File: src/rtl/cr_timer_pkg.sv
package cr_timer_pkg;

    typedef enum logic [1:0] {
        ST_STOP    = 2'd0,
        ST_RELOAD  = 2'd1,
        ST_CAPTURE = 2'd2,
        ST_BAUD    = 2'd3
    } tmr_state_e;

    localparam int CTRL_RUN    = 0;
    localparam int CTRL_CNTMD  = 1;
    localparam int CTRL_CAPSEL = 2;
    localparam int CTRL_EXTEN  = 3;
    localparam int CTRL_RXCLK  = 4;
    localparam int CTRL_TXCLK  = 5;
    localparam int CTRL_OVF    = 6;
    localparam int CTRL_EXT    = 7;

    typedef struct packed {
        logic count_on;
        logic ovf_reload;
        logic ovf_flag_ok;
        logic trig_capture;
        logic trig_reload;
        logic baud_out;
    } mode_ctl_t;

endpackage

File: src/rtl/cr_pin_edge.sv
module cr_pin_edge #(
    parameter int STAGES = 2
) (
    input  logic clk,
    input  logic rst_n,
    input  logic pin,
    output logic fall
);

    logic [STAGES:0] shreg;

    always_ff @(posedge clk) begin
        if (!rst_n) begin
            shreg <= '0;
        end else begin
            shreg <= {shreg[STAGES-1:0], pin};
        end
    end

    assign fall = shreg[STAGES] & ~shreg[STAGES-1];

endmodule

File: src/rtl/cr_mode_fsm.sv
module cr_mode_fsm
    import cr_timer_pkg::*;
(
    input  logic       clk,
    input  logic       rst_n,
    input  logic       run,
    input  logic       capsel,
    input  logic       rxclk,
    input  logic       txclk,
    output tmr_state_e state,
    output mode_ctl_t  ctl
);

    tmr_state_e state_nxt;

    always_comb begin
        if (!run) begin
            state_nxt = ST_STOP;
        end else if (rxclk || txclk) begin
            state_nxt = ST_BAUD;
        end else if (capsel) begin
            state_nxt = ST_CAPTURE;
        end else begin
            state_nxt = ST_RELOAD;
        end
    end

    always_ff @(posedge clk) begin
        if (!rst_n) begin
            state <= ST_STOP;
        end else begin
            state <= state_nxt;
        end
    end

    always_comb begin
        ctl = '0;
        unique case (state)
            ST_STOP: begin
                ctl = '0;
            end
            ST_RELOAD: begin
                ctl.count_on    = 1'b1;
                ctl.ovf_reload  = 1'b1;
                ctl.ovf_flag_ok = 1'b1;
                ctl.trig_reload = 1'b1;
            end
            ST_CAPTURE: begin
                ctl.count_on     = 1'b1;
                ctl.ovf_flag_ok  = 1'b1;
                ctl.trig_capture = 1'b1;
            end
            ST_BAUD: begin
                ctl.count_on   = 1'b1;
                ctl.ovf_reload = 1'b1;
                ctl.baud_out   = 1'b1;
            end
        endcase
    end

endmodule

File: src/rtl/cr_count_core.sv
module cr_count_core
    import cr_timer_pkg::*;
#(
    parameter int CNT_W = 16,
    localparam int NB = CNT_W / 8
) (
    input  logic             clk,
    input  logic             rst_n,
    input  mode_ctl_t        ctl,
    input  logic             adv,
    input  logic             trig,
    input  logic             ext_en,
    input  logic [NB-1:0]    cnt_we,
    input  logic [NB-1:0]    cap_we,
    input  logic [7:0]       wr_data,
    output logic [CNT_W-1:0] count,
    output logic [CNT_W-1:0] cap,
    output logic             ovf_evt,
    output logic             ext_evt,
    output logic             baud_tick
);

    logic [CNT_W-1:0] cnt_nxt;
    logic [CNT_W-1:0] cap_nxt;
    logic             step;
    logic             wrap;
    logic             hit_cap;
    logic             hit_rld;

    always_comb begin
        step    = ctl.count_on & adv;
        wrap    = step & (&count);
        hit_cap = trig & ext_en & ctl.trig_capture;
        hit_rld = trig & ext_en & ctl.trig_reload;

        cnt_nxt = count;
        if (step) begin
            cnt_nxt = count + 1'b1;
        end
        if ((wrap && ctl.ovf_reload) || hit_rld) begin
            cnt_nxt = cap;
        end
        for (int i = 0; i < NB; i++) begin
            if (cnt_we[i]) begin
                cnt_nxt[8*i +: 8] = wr_data;
            end
        end

        cap_nxt = cap;
        if (hit_cap) begin
            cap_nxt = count;
        end
        for (int i = 0; i < NB; i++) begin
            if (cap_we[i]) begin
                cap_nxt[8*i +: 8] = wr_data;
            end
        end

        ovf_evt = wrap & ctl.ovf_flag_ok;
        ext_evt = hit_cap | hit_rld;
    end

    always_ff @(posedge clk) begin
        if (!rst_n) begin
            count     <= '0;
            cap       <= '0;
            baud_tick <= 1'b0;
        end else begin
            count     <= cnt_nxt;
            cap       <= cap_nxt;
            baud_tick <= wrap & ctl.baud_out;
        end
    end

endmodule

File: src/rtl/cr_timer.sv
module cr_timer
    import cr_timer_pkg::*;
#(
    parameter int CNT_W  = 16,
    parameter int ADDR_W = 3,
    parameter int SYNC_N = 2
) (
    input  logic              clk,
    input  logic              rst_n,
    input  logic              tick,
    input  logic              cnt_pin,
    input  logic              trig_pin,
    input  logic              wr_en,
    input  logic [ADDR_W-1:0] addr,
    input  logic [7:0]        wr_data,
    output logic [7:0]        rd_data,
    input  logic              irq_en,
    output logic              ovf_flag,
    output logic              ext_flag,
    output logic              irq,
    output logic              baud_tick
);

    localparam int NB = CNT_W / 8;

    logic [7:0]       ctrl_q;
    logic [1:0]       pin_raw;
    logic [1:0]       pin_fall;
    logic [NB-1:0]    cnt_we;
    logic [NB-1:0]    cap_we;
    logic [CNT_W-1:0] count_q;
    logic [CNT_W-1:0] cap_q;
    logic             ovf_evt;
    logic             ext_evt;
    logic             adv;
    tmr_state_e       state;
    mode_ctl_t        ctl;

    assign pin_raw = {trig_pin, cnt_pin};

    for (genvar g = 0; g < 2; g++) begin : g_pin
        cr_pin_edge #(.STAGES(SYNC_N)) u_edge (
            .clk   (clk),
            .rst_n (rst_n),
            .pin   (pin_raw[g]),
            .fall  (pin_fall[g])
        );
    end

    cr_mode_fsm u_fsm (
        .clk    (clk),
        .rst_n  (rst_n),
        .run    (ctrl_q[CTRL_RUN]),
        .capsel (ctrl_q[CTRL_CAPSEL]),
        .rxclk  (ctrl_q[CTRL_RXCLK]),
        .txclk  (ctrl_q[CTRL_TXCLK]),
        .state  (state),
        .ctl    (ctl)
    );

    always_comb begin
        for (int i = 0; i < NB; i++) begin
            cnt_we[i] = wr_en && (addr == ADDR_W'(1 + i));
            cap_we[i] = wr_en && (addr == ADDR_W'(1 + NB + i));
        end
    end

    assign adv = ctrl_q[CTRL_CNTMD] ? pin_fall[0] : tick;

    cr_count_core #(.CNT_W(CNT_W)) u_core (
        .clk       (clk),
        .rst_n     (rst_n),
        .ctl       (ctl),
        .adv       (adv),
        .trig      (pin_fall[1]),
        .ext_en    (ctrl_q[CTRL_EXTEN]),
        .cnt_we    (cnt_we),
        .cap_we    (cap_we),
        .wr_data   (wr_data),
        .count     (count_q),
        .cap       (cap_q),
        .ovf_evt   (ovf_evt),
        .ext_evt   (ext_evt),
        .baud_tick (baud_tick)
    );

    always_ff @(posedge clk) begin
        if (!rst_n) begin
            ctrl_q <= '0;
        end else begin
            if (wr_en && addr == '0) begin
                ctrl_q <= wr_data;
            end
            if (ovf_evt) begin
                ctrl_q[CTRL_OVF] <= 1'b1;
            end
            if (ext_evt) begin
                ctrl_q[CTRL_EXT] <= 1'b1;
            end
        end
    end

    always_comb begin
        rd_data = '0;
        if (addr == '0) begin
            rd_data = ctrl_q;
        end
        for (int i = 0; i < NB; i++) begin
            if (addr == ADDR_W'(1 + i)) begin
                rd_data = count_q[8*i +: 8];
            end
            if (addr == ADDR_W'(1 + NB + i)) begin
                rd_data = cap_q[8*i +: 8];
            end
        end
    end

    assign ovf_flag = ctrl_q[CTRL_OVF];
    assign ext_flag = ctrl_q[CTRL_EXT];
    assign irq      = irq_en & (ovf_flag | ext_flag);

endmodule

File: config.mk
export PLATFORM = sky130hd
export DESIGN_NAME = cr_timer
export DESIGN_NICKNAME = d
export VERILOG_FILES = /design/src/rtl/cr_timer_pkg.sv /design/src/rtl/cr_pin_edge.sv /design/src/rtl/cr_mode_fsm.sv /design/src/rtl/cr_count_core.sv /design/src/rtl/cr_timer.sv
export SDC_FILE = /design/constraint.sdc
export NUM_CORES = 1
export LEC_CHECK = 0
export BUFFER_PORTS_ARGS = -buffer_cell sky130_fd_sc_hd__buf_2
export CELL_PAD_IN_SITES_DETAIL_PLACEMENT = 1
export CELL_PAD_IN_SITES_GLOBAL_PLACEMENT = 1
export CORE_AREA = 2 2 98 100
export DETAILED_ROUTE_END_ITERATION = 7
export DIE_AREA = 0 0 100 102
export GPL_ROUTABILITY_DRIVEN = 0
export GPL_TIMING_DRIVEN = 0
export PLACE_DENSITY = 0.61
export SLEW_MARGIN = 10
export SYNTH_ARGS = -nofsm -noshare
export SYNTH_HDL_FRONTEND = slang
export SYNTH_SLANG_ARGS = --single-unit
File: constraint.sdc
create_clock -name clk -period 2.5 [get_ports clk]
set_input_delay 0.25 -clock clk [delete_from_list [all_inputs] [get_ports clk]]
set_output_delay 0.25 -clock clk [all_outputs]
set_load 0.01 [all_outputs]
* Yosys cells after proc, flatten, opt, wreduce, memory -nomap -nowiden
Index checks and enable logic that the tools add are counted.
Word-level totals: flip-flop bits (word level) 49, input port bits 18
Cells by class: $add $sub $neg 1, equal/unequal tests 7, mux-type cells 24, bitwise logic cells 14, reduce and logical (&&, ||, !) cells 21
Operator list (number):
- 2-to-1 mux 8 bit | 10
- 2-to-1 mux 16 bit | 3
- adder 16 x 1 -> 16 bit, second input constant | 1
- AND reduction 16 bit | 1
- AND 1 bit | 10
- 2-to-1 mux 1 bit | 8
- nonzero test 2 bit | 4
- == test 3 x 2 -> 1 bit, second input constant | 2
- logical AND 1 bit | 6
- nonzero test 3 bit | 2
- == test 2 bit, second input constant | 2
- 2-to-1 mux 2 bit | 2
- OR reduction 2 bit | 2
- == test 3 x 1 -> 1 bit, second input constant | 1
- == test 3 bit, second input constant | 1
- zero test 3 bit | 1
- OR reduction 3 bit | 1
- == test 2 x 1 -> 1 bit, second input constant | 1
- zero test 2 bit | 1
- logical OR 1 bit | 2
- NOT 1 bit | 2
- bitwise OR 1 bit | 2
- one-hot mux 1 bit (2 select lines) | 1
- AND reduction 2 bit | 1

* Logic depth before layout (Yosys ltp)
Gate-level depths: netlist of the first run.
depth after elaboration 9, gate-level depth with buffers 9, gate-level depth less buffers 7

* Hierarchy
Synthesis of the first run repeated with hierarchy kept, for this count alone.
Second synthesis, totals: cells, all modules 361, area total of the unflattened synthesis 3011.6 um^2
Modules (own cells, without submodules):
- cr_count_core | times used 1, cells each 239, area each 1960.6 um^2, sequential area each 660.6 um^2
- cr_timer | times used 1, cells each 93, area each 744.5 um^2, sequential area each 160.2 um^2
- cr_pin_edge | times used 2, cells each 7, area each 88.8 um^2, sequential area each 60.1 um^2
- cr_mode_fsm | times used 1, cells each 15, area each 128.9 um^2, sequential area each 40.0 um^2

* Worst setup path after synthesis of the first run
OpenSTA, ideal clock, no wires.
kind reg-to-reg, start point register u_fsm.state[0], end point register u_core.count[15], arrival 1884 ps, required time 2361 ps, slack 477 ps, cell stages (with the launch flop) 10, path buffers 2, clock period less this slack 2023 ps, path through dfxtp_1 inv_1 ha_1 or3b_1 buf_6 a211oi_2 a21oi_2 buf_6 o41ai_4 a41oi_2
Between the ends: word-level cells in the longest chain between the ends 9, elaborated cells between the ends (all ways) 17, those cells by class 3 x eq/ne; 5 x mux; 3 x bitwise; 6 x reduce/logical
Ends and longest elaborated chain:
- start: declaration | line cr_mode_fsm.sv:10 | output tmr_state_e state,
- start signal: assignment | line cr_mode_fsm.sv:32 | state <= state_nxt;
- == test 2 x 1 -> 1 bit / == test 2 bit (equally long branches) | line cr_mode_fsm.sv:38 | unique case (state)
- OR reduction 3 bit (no source line)
- one-hot mux 1 bit (2 select lines) | line cr_mode_fsm.sv:38
- AND 1 bit | line cr_count_core.sv:31 | step = ctl.count_on & adv;
- AND 1 bit | line cr_count_core.sv:32 | wrap = step & (&count);
- logical AND 1 bit | line cr_count_core.sv:40 | if ((wrap && ctl.ovf_reload) || hit_rld) begin
- logical OR 1 bit | line cr_count_core.sv:40
- 2-to-1 mux 16 bit | line cr_count_core.sv:40
- 2-to-1 mux 8 bit | line cr_count_core.sv:44 | if (cnt_we[i]) begin
- end signal: assignment | line cr_count_core.sv:69 | count <= cnt_nxt;
- end: declaration | line cr_count_core.sv:16 | output logic [CNT_W-1:0] count,
Parallel ways exist; a longest one is shown, timed or not. A chain may end at the register's enable or synchronous reset.

* Worst setup path in the final report of the first run
Same ends and word-level chain as after synthesis.

==> results_dict.tcl, run 1 <==
set metrics [dict create \
    ctsLongestPathBuffers 2 \
    drc 0 \
    wl_per_cell_um 22.2 \
    netlist_instances 360 \
    cts_tree "done" \
    min_to "g_pin[0].u_edge.shreg[0]$_SDFF_PN0_" \
    gr-total-overflow 0 \
    grt_max_degree 17 \
    min_from "cnt_pin" \
    maxSlewHeadroom_pct 42.0 \
    tightest_slew_ps 866 \
    grt_usage_pct 23.3 \
    portBuffers 29 \
    start_util_pct 34.5 \
    whs_ps 126 \
    drv_cap 0 \
    power_mw 1.56 \
    mostFrequentLayoutCell "dfxtp_1" \
    drive_gt1_share_pct 18.7 \
    ys_async_sr_fraction_pct 0 \
    die_area_um2 10200 \
    clkTransAtPathRegs_ps 110 \
    fin_cells 507 \
    period_share_pct 93.8 \
    row_count 35 \
    fmax_mhz 426 \
    end_kind "flop" \
    drt_pass1_iterations 4 \
    r2r-start "u_fsm.state[0]$_SDFF_PN0_" \
    holdCritPathClass "input pin to flop" \
    mostFrequentLayoutCells "dfxtp_1 (49), nand2_1 (45), nand3_1 (36), buf_2 (33), o21ai_0 (16)" \
    post-route-min-period_ps 2350 \
    syn_area_per_cell_um2 8.72 \
    core-area_um2 9110 \
    vias 2995 \
    cellPowerDensity_nw_per_um2 442 \
    syn_area_um2 3140 \
    setup_viol 0 \
    antenna_cells 0 \
    grt_pass1_vias 2994 \
    worstPathArrival_ps 2520 \
    fin_util_pct 38.7 \
    rrSetupSlack_ps 150 \
    die_w_um 100 \
    rsz0062_at_grt "true" \
    clkSinkCount 49 \
    dp_slack_ps 137 \
    hold_viol_final 0 \
    antenna_found_initial 0 \
    syn_nets 383 \
    slew_violations 0 \
    pin_count 30 \
    grt_pass1_wl_mm 17.7 \
    fin_nets 418 \
    status "finished, final reports clean" \
    wirelength_mm 11.3 \
    whs_path_depth 2 \
    ys.flop_type "dfxtp_1" \
    placedCellCount 500 \
    crit_type "flop to flop" \
    synth-seq-cells 49 \
    first_iter_violations 130 \
    numCtsBuffers 5 \
    clk_latency_ps 320 \
    seq_area_frac_synth_pct 31.2 \
    yosysWarningCount 0 \
    cts-root-buf "clkbuf_8" \
    rr_worst_depth 9 \
    cp-start-kind "flop" \
    finalInstanceArea_um2 3520 \
    fin_ws_ps 154 \
    detailed_place.area_um2 3420 \
    peakVddDrop_v 0.000193 \
    area_delta_synth_final_pct 12.3 \
    synth_cell_type_count 68 \
    crit_path_max_fanout 10 \
    dp_hpwl_mm 8.35 \
    leakagePower_nw 1.40 \
    cts_htree_levels 2 \
    die_h_um 102 \
    postRouteAntennaNets 0 \
    cp.required_ps 2680 \
    vias_per_cell 5.91 \
    synth-edff-count 0 \
    skew_ps 11.5 \
    rr_endpoint "u_core.count[15]$_SDFFE_PN0P_" \
    finalSetupTns_ps 0 \
]
[cells in the mapped netlist (all sizes together) (8+ instances only)]
cell	n	area (um2)
dfxtp	49	981
nand2	45	169
nand3	37	198
clkbuf	18	92.6
o21ai	16	80.1
nor2	15	56.3
inv	14	52.6
a21oi	12	63.8
mux2i	12	120
and2	11	73.8
o211a	10	100
buf	9	68.8
a311oi	8	70.1
mux4	8	184
[power breakdown]
| part | switching [mW] | total [mW] | internal [mW] |
|---|---|---|---|
| registers | 0.0280 | 0.832 | 0.804 |
| clock network | 0.314 | 0.545 | 0.231 |
| logic | 0.106 | 0.182 | 0.0763 |
| total | 0.448 | 1.56 | 1.11 |
[worst max-delay path by stage]
stage,from,endpoint,slack [ps],cells after the start
finish,u_fsm.state[0]$_SDFF_PN0_,u_core.count[15]$_SDFFE_PN0P_,150,9
global route,u_fsm.state[0]$_SDFF_PN0_,u_core.count[15]$_SDFFE_PN0P_,-10,8
CTS,u_fsm.state[0]$_SDFF_PN0_,u_core.cap[11]$_SDFFE_PN0P_,90,7
detailed placement,u_fsm.state[0]$_SDFF_PN0_,u_core.cap[11]$_SDFFE_PN0P_,140,7
global placement,u_fsm.state[0]$_SDFF_PN0_,ctrl_q[6]$_SDFFE_PN0P_,190,7
floorplan,u_fsm.state[0]$_SDFF_PN0_,u_core.count[15]$_SDFFE_PN0P_,480,9
[registers in the layout, summed over array words and instances, names as in the netlist]
name,cells
ctrl_q,8
u_fsm.state,2
g_pin.u_edge.shreg,6
u_core.count,16
u_core.baud_tick,1
u_core.cap,16
[per-layer routing]
metal	global-route usage [%]	vias to the layer above	routed length, um
li1	-	1393	-
met1	32.2	1529	5210
met2	39.0	62	5420
met3	2.67	11	464
met4	6.32	0	157
met5	0	-	0
[critical path, cell delays in order (launching register included)]
cell and delay [ps]:
dfxtp_1 420, inv_1 100, ha_1 210, or3b_1 360, buf_6 150, a211oi_2 240
a21oi_2 160, buf_6 190, o41ai_4 310, a41oi_2 50
[kinds of logic (layout without fill, tap and decap cells)]
kind of cell	Yosys count	count (layout)	synth area share [%]
compound gates	79	79	19.7
xor+xnor	11	11	3.07
fa+ha+maj	5	5	1.99
buf+inv	41	77	6.82
flops	49	49	31.2
mux	20	20	9.69
simple gates	155	155	27.5
[what timing repair did]
item                       CTS  global route
hold buffers                 0             0
resized for setup            0             1
buffers inserted             0             0
setup endpoints to repair    0             9
[layout make-up]
cell class / count / area, um2
Buffer: 26 / 158
Clock buffer: 6 / 82.6
Clock inverter: 2 / 17.5
Fill cell: 1107 / 5580
Inverter: 14 / 52.6
Multi-Input combinational cell: 270 / 1950
Sequential cell: 49 / 981
Tap cell: 111 / 139
Timing Repair Buffer: 29 / 145
No activity file was read; power rests on OpenSTA's default activity.
==> run 2, diff against run 1 <==
--- a/config.mk
+++ b/config.mk
@@ -8,13 +8,14 @@
 export BUFFER_PORTS_ARGS = -buffer_cell sky130_fd_sc_hd__buf_2
 export CELL_PAD_IN_SITES_DETAIL_PLACEMENT = 1
 export CELL_PAD_IN_SITES_GLOBAL_PLACEMENT = 1
-export CORE_AREA = 2 2 98 100
+export CORE_AREA = 2 2 96 98
 export DETAILED_ROUTE_END_ITERATION = 7
-export DIE_AREA = 0 0 100 102
+export DIE_AREA = 0 0 98 100
 export GPL_ROUTABILITY_DRIVEN = 0
 export GPL_TIMING_DRIVEN = 0
-export PLACE_DENSITY = 0.61
+export PLACE_DENSITY = 0.62
 export SLEW_MARGIN = 10
 export SYNTH_ARGS = -nofsm -noshare
 export SYNTH_HDL_FRONTEND = slang
+export SYNTH_HIERARCHICAL = 1
 export SYNTH_SLANG_ARGS = --single-unit
==> results_dict.tcl, run 2 <==
set metrics [dict create \
    cp-start-kind "flop" \
    netlist_top_cells_count "dfxtp_1 (49), nand2_1 (38), nor2_1 (28)" \
    hold_viol_final 0 \
    post-route-min-period_ps 2360 \
    ys.flop_type "dfxtp_1" \
    grt_pass1_wl_mm 17.3 \
    switching_power_mw 0.446 \
    holdCritPathClass "input pin to flop" \
    synth_area_leaders "dfxtp_1 (33%), mux2i_1 (7.6%), nand2_1 (4.7%), a211oi_1 (4.0%), nor2_1 (3.5%)" \
    syn_nets 384 \
    portBuffers 28 \
    drive_gt1_share_pct 17.1 \
    ys_async_sr_fraction_pct 0 \
    gr-total-overflow 0 \
    cts_htree_levels 2 \
    die_area_um2 9800 \
    syn_area_um2 3010 \
    antenna_found_initial 0 \
    first_iter_violations 122 \
    maxSlewHeadroom_pct 63.0 \
    worstPathArrival_ps 2570 \
    fmax_mhz 424 \
    synth.most_common_cell "dfxtp_1" \
    row_count 35 \
    area_delta_synth_final_pct 14.3 \
    seq_area_frac_synth_pct 32.6 \
    antenna_cells 0 \
    pwr-share-clk_pct 39.9 \
    numCtsBuffers 5 \
    die_w_um 98 \
    dp_hpwl_mm 8.12 \
    comb_power_share_pct 11.5 \
    end_kind "flop" \
    cp.required_ps 2710 \
    clk_latency_ps 310 \
    sw_frac_of_total_pct 25.8 \
    fin_cells 508 \
    reg_top3 "u_core/cap x16, u_core/count x16, ctrl_q x8" \
    fin_nets 419 \
    peakVddDrop_v 0.000267 \
    power_mw 1.73 \
    drc 0 \
    grt_pass1_vias 3006 \
    setup_viol 0 \
    rrSetupSlack_ps 140 \
    cts_tree "done" \
    core-area_um2 8890 \
    drt_pass1_iterations 5 \
    yosysWarningCount 6 \
    mostFrequentLayoutCell "dfxtp_1" \
    rsz0062_at_grt "false" \
    grt_max_degree 18 \
    p_seq_share_pct 48.6 \
    start_util_pct 33.9 \
    status "finished, final reports clean" \
    cellPowerDensity_nw_per_um2 502 \
    syn_area_per_cell_um2 8.34 \
    power.internal_mw 1.28 \
    mostFrequentLayoutCells "dfxtp_1 (49), nand2_1 (38), buf_2 (35), nor2_1 (28), mux2i_1 (23)" \
    clkTransAtPathRegs_ps 100 \
    slew_violations 0 \
    drv_cap 0 \
    crit_type "flop to flop" \
    skew_ps 4.46 \
    wirelength_mm 10.9 \
    tightest_slew_ps 555 \
    placedCellCount 500 \
    n_fill_cell 1112 \
    leakagePower_nw 1.25 \
    ctsLongestPathBuffers 2 \
    clkSinkCount 49 \
    wl_per_cell_um 21.5 \
    crit_path_max_fanout 8 \
    die_h_um 100 \
    grt_usage_pct 22.9 \
    synth_top_area_share_pct 32.6 \
    synth-edff-count 0 \
    pin_count 30 \
    synth-seq-cells 49 \
    yosysTopAreaCell "dfxtp_1" \
    synth_cell_type_count 58 \
    postRouteAntennaNets 0 \
    cts-root-buf "clkbuf_8" \
    vias 2934 \
    vias_per_cell 5.78 \
    netlist_instances 361 \
    period_share_pct 94.4 \
]
-- run 2: power groups by stage --
stage,logic (mW),clock network (mW),registers [mW]
after floorplan,0.122,0,0.843
after global placement,0.190,0,0.859
after detailed placement,0.194,0,0.859
after CTS,0.196,0.710,0.841
after global routing,0.217,0.740,0.845
final,0.199,0.689,0.841
-- run 2: per-stage QoR --
stage	worst slack, ps	setup TNS [ps]	util, %	instance area [um2]	hold slack, ps
6_report	140	0	38.7	3440	133
5_1_grt	27.0	0	38.7	3440	140
4_1_cts	98.4	0	38.6	3430	125
3_5_place_dp	-554	-3780	37.0	3290	426
3_3_place_gp	-487	-3380	37.0	3290	418
2_1_floorplan	208	0	-	3010	372
-- run 2: final timing paths --
path,start,to,cells after the start
worst max-delay path,g_pin[0].u_edge/shreg[1]$_SDFF_PN0_,u_core/count[15]$_SDFFE_PN0P_,8
worst min-delay path,cnt_pin,g_pin[0].u_edge/shreg[0]$_SDFF_PN0_,2
worst max register to register,g_pin[0].u_edge/shreg[1]$_SDFF_PN0_,u_core/count[15]$_SDFFE_PN0P_,8
worst min register to register,g_pin[0].u_edge/shreg[0]$_SDFF_PN0_,g_pin[0].u_edge/shreg[1]$_SDFF_PN0_,1
-- run 2: worst max-delay path, stage by stage (launching register included) --
cell and delay (ps):
dfxtp_1 330, and2b_2 220, mux2_2 310, and2_0 140
clkbuf_1 160, and4_4 210, a31oi_2 470, nand2_1 100
o41ai_1 310
-- run 2: cell families (layout without fill, tap and decap cells) --
kind of cell               count (synthesis)  after routing  share of synthesized area (%)
and+or+nand+nor                          140            140                           24.8
AOI/OAI and AO/OA                         90             90                           20.9
DFF                                       49             49                           32.6
buffers and inverters                     32             68                           5.03
muxes                                     30             30                           10.3
xor gates and xnor gates                  15             15                           4.36
adders and majority gates                  5              5                           2.08
-- run 2: cell type report --
cell class | instances | area [um2] | share of cell area (%)
Buffer | 23 | 118 | 3.42
Clock buffer | 5 | 68.8 | 2.00
Clock inverter | 3 | 65.1 | 1.89
Inverter | 9 | 33.8 | 0.981
Multi-Input combinational cell | 280 | 1900 | 55.1
Sequential cell | 49 | 981 | 28.5
Tap cell | 111 | 139 | 4.03
Timing Repair Buffer | 28 | 140 | 4.07
-- run 2: routing by layer --
metal / vias to the layer above / routed length (um) / global-route usage, %
li1: 1383 / - / -
met1: 1476 / 5150 / 31.7
met2: 66 / 5200 / 38.2
met3: 9 / 390 / 2.44
met4: 0 / 161 / 5.98
met5: - / 0 / 0
-- run 2: repair_timing --
action	4_1_cts	5_1_grt
endpoints found under the hold margin	0	0
buffers inserted	0	0
setup endpoints to repair	8	3
resized for setup	1	2
hold buffers	0	0
==> run 3, diff against run 2 <==
--- a/config.mk
+++ b/config.mk
@@ -5,15 +5,15 @@
 export SDC_FILE = /design/constraint.sdc
 export NUM_CORES = 1
 export LEC_CHECK = 0
-export BUFFER_PORTS_ARGS = -buffer_cell sky130_fd_sc_hd__buf_2
-export CELL_PAD_IN_SITES_DETAIL_PLACEMENT = 1
+export CELL_PAD_IN_SITES_DETAIL_PLACEMENT = 0
 export CELL_PAD_IN_SITES_GLOBAL_PLACEMENT = 1
 export CORE_AREA = 2 2 96 98
 export DETAILED_ROUTE_END_ITERATION = 7
 export DIE_AREA = 0 0 98 100
+export DONT_BUFFER_PORTS = 1
 export GPL_ROUTABILITY_DRIVEN = 0
 export GPL_TIMING_DRIVEN = 0
-export PLACE_DENSITY = 0.62
+export PLACE_DENSITY = 0.58
 export SLEW_MARGIN = 10
 export SYNTH_ARGS = -nofsm -noshare
 export SYNTH_HDL_FRONTEND = slang
==> results_dict.tcl, run 3 (synthesized netlist as in run 2, its figures left out) <==
set metrics [dict create \
    drt_pass1_iterations 6 \
    n_fill_cell 939 \
    rrSetupSlack_ps 210 \
    crit_chain "and2b_2 -> mux2_2 -> and2_0 -> clkbuf_1 -> and4_4 -> a31oi_2 -> nand2_1 -> o41ai_1" \
    end_kind "flop" \
    portBuffers 0 \
    crit_path_max_fanout 8 \
    mostFrequentLayoutCell "dfxtp_1" \
    vias_per_cell 5.86 \
    post_cts_resized 1 \
    grt_pass1_wl_mm 16.3 \
    skew_ps 12.4 \
    cts_htree_levels 2 \
    grt_max_degree 18 \
    r2r-start "g_pin[0].u_edge/shreg[1]$_SDFF_PN0_" \
    ctsLongestPathBuffers 2 \
    wl_per_cell_um 22.2 \
    die_area_um2 9800 \
    cp.required_ps 2720 \
    fmax_mhz 436 \
    status "finished, final reports clean" \
    wirelength_mm 10.7 \
    clk_latency_ps 310 \
    clkTransAtPathRegs_ps 100 \
    die_h_um 100 \
    detailed_place.area_um2 3150 \
    period_share_pct 91.7 \
    die_w_um 98 \
    whs_ps 59.4 \
    start_util_pct 33.9 \
    slew_violations 0 \
    antenna_found_initial 0 \
    tightest_slew_ps 613 \
    slowest_stage "a31oi_2" \
    vias 2812 \
    cellPowerDensity_nw_per_um2 490 \
    min_from "cnt_pin" \
    post_cts_buffers 0 \
    post-route-min-period_ps 2290 \
    cts_tree "done" \
    fin_util_pct 36.9 \
    drc 0 \
    worstPathArrival_ps 2510 \
    postRouteAntennaNets 0 \
    fin_nets 391 \
    core-area_um2 8890 \
    clkSinkCount 49 \
    first_iter_violations 197 \
    pin_count 30 \
    area_delta_synth_final_pct 8.89 \
    row_count 35 \
    grt_pass1_vias 2641 \
    drive_gt1_share_pct 10.8 \
    setup_viol 0 \
    hold_viol_final 0 \
    antenna_cells 0 \
    cp-start-kind "flop" \
    reg_top3 "u_core/cap x16, u_core/count x16, ctrl_q x8" \
    maxSlewHeadroom_pct 59.1 \
    rr_endpoint "u_core/count[15]$_SDFFE_PN0P_" \
    numCtsBuffers 5 \
    grt_usage_pct 22.0 \
    drv_cap 0 \
    cts-root-buf "clkbuf_8" \
    finalInstanceArea_um2 3280 \
    postCtsHoldBufs 0 \
    finalSetupTns_ps 0 \
    rsz0062_at_grt "false" \
    mostFrequentLayoutCells "dfxtp_1 (49), nand2_1 (38), nor2_1 (28), mux2i_1 (23), o21ai_0 (18)" \
    slowest_delay_ps 430 \
    cp-startpoint "g_pin[0].u_edge/shreg[1]$_SDFF_PN0_" \
    holdCritPathClass "input pin to flop" \
    rr_worst_depth 8 \
    crit_end "u_core/count[15]$_SDFFE_PN0P_" \
    dp_hpwl_mm 7.85 \
    leakagePower_nw 1.11 \
    gr-total-overflow 0 \
    peakVddDrop_v 0.000326 \
    crit_type "flop to flop" \
]
[run 3: cell type report]
type | instances | area [um2] | area share [%]
clock inverter | 1 | 30.0 | 0.916
tap | 111 | 139 | 4.24
sequential | 49 | 981 | 29.9
clock buffer | 7 | 86.3 | 2.63
multi-input combinational | 280 | 1890 | 57.6
buffer | 23 | 119 | 3.62
inverter | 9 | 33.8 | 1.03
[run 3: power breakdown]
part / internal (mW) / switching [mW]
clock: 0.327 / 0.286
combinational: 0.0664 / 0.0859
sequential: 0.805 / 0.0373
[run 3: critical path: cells and delay by family (launching register included)]
kind	cells	cell delay (ps)
flops	1	330
simple gates	4	660
compound gates	2	740
mux	1	300
buf+inv	1	170
[run 3: worst min-delay path by stage]
stage	endpoint	cells past startpoint	slack (ps)
floorplan	g_pin[0].u_edge/shreg[0]$_SDFF_PN0_	1	370
global placement	g_pin[1].u_edge/shreg[1]$_SDFF_PN0_	1	380
detailed placement	g_pin[1].u_edge/shreg[0]$_SDFF_PN0_	1	370
CTS	g_pin[0].u_edge/shreg[0]$_SDFF_PN0_	1	60
global route	g_pin[1].u_edge/shreg[1]$_SDFF_PN0_	1	40
finish	g_pin[0].u_edge/shreg[0]$_SDFF_PN0_	1	60
[run 3: routing by layer]
layer  up-vias  global-route usage (%)  share of wire (%)
li1       1333                       -                  -
met1      1383                    31.5                 48
met2        85                    35.1                 46
met3        11                    4.04                4.6
met4         0                    3.63                1.0
met5         -                       0                  0
[run 3: per-stage QoR]
stage               total power, mW  setup slack (ps)  instances
detailed placement             1.01              -499        472
finish                         1.61               207        480
global placement               1.01              -462        472
CTS                            1.62               133        480
global route                   1.68              14.8        480
floorplan                     0.965               208        361
